File: config.mk
export PLATFORM = sky130hd
export DESIGN_NAME = evt_rate_timer
export DESIGN_NICKNAME = d
export VERILOG_FILES = /design/src/rtl/evt_rate_timer.sv
export SDC_FILE = /design/constraint.sdc
export NUM_CORES = 2
export LEC_CHECK = 0
export BUFFER_PORTS_ARGS = -buffer_cell sky130_fd_sc_hd__buf_2
export CAP_MARGIN = 10
export CORE_MARGIN = 4
export CORE_UTILIZATION = 62
export DETAILED_ROUTE_END_ITERATION = 16
export GPL_TIMING_DRIVEN = 1
export PLACE_DENSITY = 0.91
export SYNTH_ARGS = -nofsm -noshare
export SYNTH_HDL_FRONTEND = slang
export SYNTH_SLANG_ARGS = --single-unit
File: constraint.sdc
create_clock -name clk -period 4.2 [get_ports clk]
set_clock_uncertainty 0.05 [all_clocks]
set_input_delay 0 -clock clk [delete_from_list [all_inputs] [get_ports clk]]
set_output_delay 0 -clock clk [all_outputs]
set_load 0.02 [all_outputs]
File: src/rtl/evt_rate_timer.sv
module evt_rate_timer #(
  parameter int NCH = 8,
  parameter int CW  = 16,
  parameter int DW  = 16,
  parameter int WW  = 24,
  parameter int VW  = 16,
  parameter int TW  = 32,
  parameter int AW  = 5,
  localparam int SW = $clog2(NCH)
) (
  input  logic           clk,
  input  logic           rst_n,
  input  logic           evt_valid,
  input  logic [CW-1:0]  evt_code,
  input  logic           cfg_we,
  input  logic [AW-1:0]  cfg_addr,
  input  logic [31:0]    cfg_wdata,
  output logic           samp_en,
  output logic           fast_mode,
  output logic [NCH-1:0] trig,
  output logic           rec_valid,
  output logic [CW-1:0]  rec_code,
  output logic [SW-1:0]  rec_slot,
  output logic [TW-1:0]  rec_tag,
  output logic           rec_fast
);
  localparam int A_WIN  = 2*NCH;
  localparam int A_BDIV = 2*NCH + 1;
  localparam int A_FDIV = 2*NCH + 2;
  localparam int A_STIM = 2*NCH + 3;
  localparam int A_SPER = 2*NCH + 4;
  localparam int A_SEN  = 2*NCH + 5;

  logic [NCH-1:0] hitv;
  logic           evt_hit, sched_hit, load, win_end;
  logic [SW-1:0]  hit_slot;
  logic [TW-1:0]  tag;
  logic [WW-1:0]  win_q, win_left;
  logic [VW-1:0]  bdiv_q, fdiv_q, div_cnt, cur_div, reload;
  logic [TW-1:0]  stime_q, sper_q;
  logic           sen_q;

  for (genvar i = 0; i < NCH; i++) begin : g_slot
    logic [CW:0]   match_q;
    logic [DW-1:0] dly_q, dcnt;
    logic          armed, pulse;

    assign hitv[i] = evt_valid && match_q[CW] && (match_q[CW-1:0] == evt_code);
    assign trig[i] = pulse;

    always_ff @(posedge clk) begin
      if (!rst_n) begin
        match_q <= '0;
        dly_q   <= '0;
        dcnt    <= '0;
        armed   <= 1'b0;
        pulse   <= 1'b0;
      end else begin
        pulse <= 1'b0;
        if (cfg_we && cfg_addr == AW'(i))       match_q <= cfg_wdata[CW:0];
        if (cfg_we && cfg_addr == AW'(NCH + i)) dly_q   <= cfg_wdata[DW-1:0];
        if (hitv[i]) begin
          armed <= 1'b1;
          dcnt  <= dly_q;
        end else if (armed) begin
          if (dcnt == '0) begin
            pulse <= 1'b1;
            armed <= 1'b0;
          end else begin
            dcnt <= dcnt - 1'b1;
          end
        end
      end
    end
  end

  always_comb begin
    hit_slot = '0;
    for (int i = NCH - 1; i >= 0; i--)
      if (hitv[i]) hit_slot = SW'(i);
  end

  assign evt_hit   = |hitv;
  assign sched_hit = sen_q && (tag == stime_q);
  assign load      = evt_hit || sched_hit;
  assign win_end   = (win_left == WW'(1)) && !load;
  assign fast_mode = (win_left != '0);
  assign samp_en   = (div_cnt == '0);
  assign cur_div   = fast_mode ? fdiv_q : bdiv_q;
  assign reload    = (cur_div == '0) ? '0 : cur_div - 1'b1;

  always_ff @(posedge clk) begin
    if (!rst_n) begin
      tag      <= '0;
      win_q    <= '0;
      bdiv_q   <= '0;
      fdiv_q   <= '0;
      stime_q  <= '0;
      sper_q   <= '0;
      sen_q    <= 1'b0;
      win_left <= '0;
      div_cnt  <= '0;
    end else begin
      tag <= tag + 1'b1;

      if (load)                win_left <= win_q;
      else if (fast_mode)      win_left <= win_left - 1'b1;

      if (load || win_end)     div_cnt <= '0;
      else if (div_cnt == '0)  div_cnt <= reload;
      else                     div_cnt <= div_cnt - 1'b1;

      if (sched_hit) begin
        stime_q <= stime_q + sper_q;
        if (sper_q == '0) sen_q <= 1'b0;
      end

      if (cfg_we) begin
        if (cfg_addr == AW'(A_WIN))  win_q   <= cfg_wdata[WW-1:0];
        if (cfg_addr == AW'(A_BDIV)) bdiv_q  <= cfg_wdata[VW-1:0];
        if (cfg_addr == AW'(A_FDIV)) fdiv_q  <= cfg_wdata[VW-1:0];
        if (cfg_addr == AW'(A_STIM)) stime_q <= cfg_wdata[TW-1:0];
        if (cfg_addr == AW'(A_SPER)) sper_q  <= cfg_wdata[TW-1:0];
        if (cfg_addr == AW'(A_SEN))  sen_q   <= cfg_wdata[0];
      end
    end
  end

  always_ff @(posedge clk) begin
    if (!rst_n) begin
      rec_valid <= 1'b0;
      rec_code  <= '0;
      rec_slot  <= '0;
      rec_tag   <= '0;
      rec_fast  <= 1'b0;
    end else begin
      rec_valid <= evt_hit;
      if (evt_hit) begin
        rec_code <= evt_code;
        rec_slot <= hit_slot;
        rec_tag  <= tag;
        rec_fast <= fast_mode;
      end
    end
  end
endmodule

Word level (Yosys, flattened, before mapping)
Index checks and enable logic that the tools add are counted.
{"block": "totals", "out_inout_bits": 63, "in_bits": 57, "word_cells": 272, "ff_bits": 654}
{"block": "op_classes", "n_bitwise": 9, "n_eq_ne": 39, "n_addsub": 13, "reduce_logical": 81, "mux": 76}
{"cell": "two-way mux 16 bit", "count": 27}
{"cell": "zero test 16 bit", "count": 10}
{"cell": "subtractor 16 x 1 -> 16 bit, second input constant", "count": 10}
{"cell": "== test 16 bit", "count": 8}
{"cell": "two-way mux 32 bit", "count": 3}
{"cell": "two-way mux 24 bit", "count": 2}
{"cell": "== test 5 x 4 -> 1 bit, second input constant", "count": 8}
{"cell": "two-way mux 1 bit", "count": 36}
{"cell": "logical AND 1 bit", "count": 34}
{"cell": "adder 32 x 1 -> 32 bit, second input constant", "count": 1}
{"cell": "adder 32 bit", "count": 1}
{"cell": "== test 32 bit", "count": 1}
{"cell": "zero test 32 bit", "count": 1}
{"cell": "== test 5 bit, second input constant", "count": 6}
{"cell": "== test 24 x 1 -> 1 bit, second input constant", "count": 1}
{"cell": "two-way mux 3 bit", "count": 8}
{"cell": "AND reduction 2 bit", "count": 12}
{"cell": "nonzero test 24 bit", "count": 1}
{"cell": "OR reduction 3 bit", "count": 8}
{"cell": "subtractor 24 x 1 -> 24 bit, second input constant", "count": 1}
{"cell": "== test 5 x 3 -> 1 bit, second input constant", "count": 4}
{"cell": "nonzero test 2 bit", "count": 9}
{"cell": "!= test 2 bit, second input constant", "count": 8}
{"cell": "== test 5 x 2 -> 1 bit, second input constant", "count": 2}
{"cell": "7 further kinds", "count": 16}

Depth between registers and ports, before layout
{"block": "depth", "ltp_word": 10, "depth_mapped": 14, "ltp_nobuf": 12}

Least setup slack after synthesis
No wires, ideal clock.
{"block": "synth_timing", "kind": "register to register", "start": "reg win_left[8]", "end": "reg div_cnt[15]", "slack_ns": 0.539, "path_buffers": 2, "setup_time_ns": 0.122, "t_required_ns": 4.028, "stages_incl_launch_ff": 15, "t_arrival_ns": 3.490, "period_less_slack_ns": 3.661, "cell_sequence": "dfxtp_1 -> or4_1 -> nor4_1 -> and3_1 -> buf_2 -> clkbuf_1 -> mux2i_1 -> ha_1 -> nand3_1 -> nand2b_1 -> or4_1 -> nand2_4 -> nor2_2 -> a22oi_1 -> nor2_1"}
{"block": "synth_between", "elab_chain_len": 5, "word_cells_on_any_way": 10, "cone_classes": "add/sub (1); eq/ne (1); mux (3); reduce/logical (5)"}
{"element": "from (decl)", "line": "38", "rtl": "logic [WW-1:0] win_q, win_left;"}
{"element": "from (signal assigned)", "line": "106", "rtl": "if (load) win_left <= win_q;"}
{"element": "from (signal assigned)", "line": "107", "rtl": "else if (fast_mode) win_left <= win_left - 1'b1;"}
{"element": "nonzero test 24 bit", "line": "87", "rtl": "assign fast_mode = (win_left != '0);"}
{"element": "two-way mux 16 bit", "line": "89", "rtl": "assign cur_div = fast_mode ? fdiv_q : bdiv_q;"}
{"element": "subtractor 16 x 1 -> 16 bit / zero test 16 bit (equally long branches)", "line": "90", "rtl": "assign reload = (cur_div == '0) ? '0 : cur_div - 1'b1;"}
{"element": "two-way mux 16 bit", "line": "90"}
{"element": "two-way mux 16 bit", "line": "110", "rtl": "else if (div_cnt == '0) div_cnt <= reload;"}
{"element": "to (signal assigned)", "line": "110"}
{"element": "to (signal assigned)", "line": "111", "rtl": "else div_cnt <= div_cnt - 1'b1;"}
{"element": "to (decl)", "line": "39", "rtl": "logic [VW-1:0] bdiv_q, fdiv_q, div_cnt, cur_div, reload;"}
Several ways; a longest one is shown, not always the timed one.
A chain may end at the register's enable or synchronous reset.

Final worst setup path
{"block": "layout_timing", "start": "reg win_left[8]", "end": "reg div_cnt[12]"}
Same word-level chain as after synthesis.

==> metrics.cfg <==
[status]
status=completed

[grt]
grt_usage_pct=34.65
grt_max_degree=162
antenna_found_initial=3
grt_first_pass_wirelength_um=150800
grt-ovfl-total=0
grt_pass1_vias=28170

[timing]
final.min_clock_period_ns=3.845
worst_pin_slew_ns=1.356
finalCritPeriodShare_pct=91.55
setup_ws_ns=0.3550
slew_headroom_pct=9.265
rsz0062_at_grt=false
max_freq_ghz=0.2601
hold_viol=0
setup_violations=0
holdWs_ns=0.04145
drv_slew=0
setup_tns_ns=0

[synthesis]
async_flop_share_pct=0
yosys.area.top_type=dfxtp_1
synth_top_area_share_pct=42.25
synth_cell_types=76
syn_inst=3983
synth_edf_count=0
synth.cell_area_sq_um=30990
ys.flop_type=dfxtp_1
ys_seq_elements=654
synthTopCellsByArea=dfxtp_1, nand2_1, a21oi_1
syn_nets=4087
yosysWarnings=0
synth-seq-area-share_pct=42.25
postSynthAreaPerCell_sq_um=7.781

[clocking]
ctsHtreeMaxLevel=3
cts_buffer_depth=3
clkSlewWorstSetupHoldPaths_ns=0.06
cts.sinks=654
clockRootBuffer=clkbuf_16
cts_tree=done
cts_made_buffers=67
worst_skew_pair.late_latency_ns=0.61

[setup_path]
endpoint_kind=register
critical_path_required_ns=4.61
crit_type=register to register
worstSetupStartpointType=register
crit_fanout=8
cp.arrival_ns=4.25

[floorplanning]
rows=81
coreArea_sq_um=49150
dieArea_sq_um=53630
start_util_pct=63.05
die_x_um=231.6
die_y_um=231.6
io_pins=120

[pwr]
power_mw=14.36
peakVddDrop_mv=0.3552
p_leak_nw=13.00
powerDensity_nw_per_um2=418.0

[detailed_routing]
drc=0
wl_per_cell_um=20.45
dr.pass1.iters=8
vias_per_cell=6.277
finalWirelength_um=96460
ant_nets=0
drt_iter0_markers=3693
vias=29620

[finish]
area_growth_pct=10.87
layout.nets=4108
fillerInstances=3571
drive_gt1_share_pct=7.282
fin_util_pct=69.90

[placed_design]
dp_slack_ns=0.4411
place.gp.congestion=0.9517
port_buffers=119
hpwl_um=57700

[job]
drv_cap=0

[worst_hold_path]
hp-class=primary input to register

[final timing paths]
| kind | startpoint | endpoint | slack (ns) | cells past startpoint |
|---|---|---|---|---|
| max | win_left[8] | div_cnt[12] | 0.35 | 12 |
| min | cfg_wdata[1] | g_slot[3].dly_q[1] | 0.04 | 3 |
| max reg2reg | win_left[8] | div_cnt[12] | 0.35 | 12 |
| min reg2reg | rec_tag[8] | rec_tag[8] | 0.40 | 2 |
[stage by stage]
step           std cells  cell area [sq um]
2_1_floorplan       3983              30990
3_3_place_gp        4547              31680
3_5_place_dp        4547              31680
4_1_cts             4714              34350
5_1_grt             4716              34360
6_report            4718              34360
[synthesized netlist by cell type (4+ instances only)]
cell type and number:
inv_1 39, ha_1 46, a2111oi_0 7, o21ai_0 99
and3_1 21, mux2i_1 33, a21oi_1 513, nand2_1 1015
nand4_1 28, clkbuf_1 212, nor3_1 89, o21a_1 8
or4_1 45, o41ai_1 5, nand2b_1 18, a22oi_1 11
xor2_1 193, a21o_1 10, buf_2 27, xnor2_1 167
nand3_1 70, and2_1 12, a211oi_1 73, nor2b_1 15
nor3b_1 5, nor4b_1 5, dfxtp_1 654, o211ai_1 11
o21bai_1 4, nor4_1 71, nor2_1 277, and4_1 10
buf_4 9, a31oi_1 20, o31ai_1 11, or3b_2 13
nand4b_1 6, a311oi_1 17, or3_1 32, o41a_1 6
nand3b_1 14
[cell type report]
class	count	area, sq um	area share (%)
antenna	3	7.507	0.02185
sequential	654	13090	38.10
inverter	42	165.2	0.4807
clock inverter	22	221.5	0.6445
clock buffer	94	1931	5.619
multi-input combinational	3032	16700	48.61
tap	664	830.8	2.418
timing repair buffer	207	1409	4.100
[report_power, final]
| group | switching, mW | internal (mW) | leakage [nW] |
|---|---|---|---|
| clock | 2.51 | 3.40 | 1.07 |
| sequential | 0.157 | 6.38 | 5.28 |
| combinational | 1.22 | 0.704 | 6.66 |
[what timing repair did]
action / in CTS / in global routing
hold buffers: 51 / 0
gates resized for setup: 0 / 0
endpoints found under the hold margin: 256 / 0
buffers inserted: 0 / 0
[critical path: stages (launching register included)]
cell      delay [ns]
dfxtp_1         0.35
or4_1           0.63
nor4_1          0.36
and3_1          0.35
mux2i_1         0.29
ha_1            0.27
nand3_1         0.19
nand2b_1        0.22
or4_1           0.48
nand2_4         0.15
nor2_2          0.08
a22oi_1         0.22
nor2_1          0.07
[registers in the layout, summed over array words and instances, names as in the netlist, 3 cells and up]
name	count
sper_q	32
rec_code	16
g_slot.dly_q	128
g_slot.match_q	136
g_slot.dcnt	128
rec_slot	3
g_slot.armed	8
bdiv_q	16
win_q	24
stime_q	32
fdiv_q	16
tag	32
div_cnt	16
g_slot.pulse	8
rec_tag	32
win_left	24
[kinds of logic (layout without fill, tap and decap cells)]
| logic type | after synthesis | count (layout) | synth area share (%) |
|---|---|---|---|
| compound gates | 821 | 821 | 15.16 |
| flops | 654 | 654 | 42.25 |
| mux | 35 | 35 | 1.139 |
| other cells | 0 | 3 | 0 |
| xor+xnor | 360 | 360 | 10.17 |
| buf+inv | 297 | 365 | 3.940 |
| fa+ha+maj | 47 | 47 | 1.922 |
| simple gates | 1769 | 1769 | 25.41 |
[per-layer routing]
layer / vias to the layer above / wire (um) / part of all wire (%) / GRT usage, %
met2: 1778 / 42240 / 44 / 54.58
met4: 4 / 6952 / 7.2 / 19.22
li1: 13640 / - / - / -
met3: 582 / 11820 / 12 / 8.641
met5: - / 23 / 0.024 / 0
met1: 13610 / 35420 / 37 / 43.65
[cells in the final DEF, fill, tap and decap left out, types with 71 or more instances in the layout]
cell	instances
o21ai_0	99
xor2_1	193
nor2_1	277
nand2_1	1015
nor3_1	86
nor4_1	71
buf_2	119
xnor2_1	167
a21oi_1	513
a211oi_1	73
dfxtp_1	654
No activity file was read; power rests on OpenSTA's default activity.
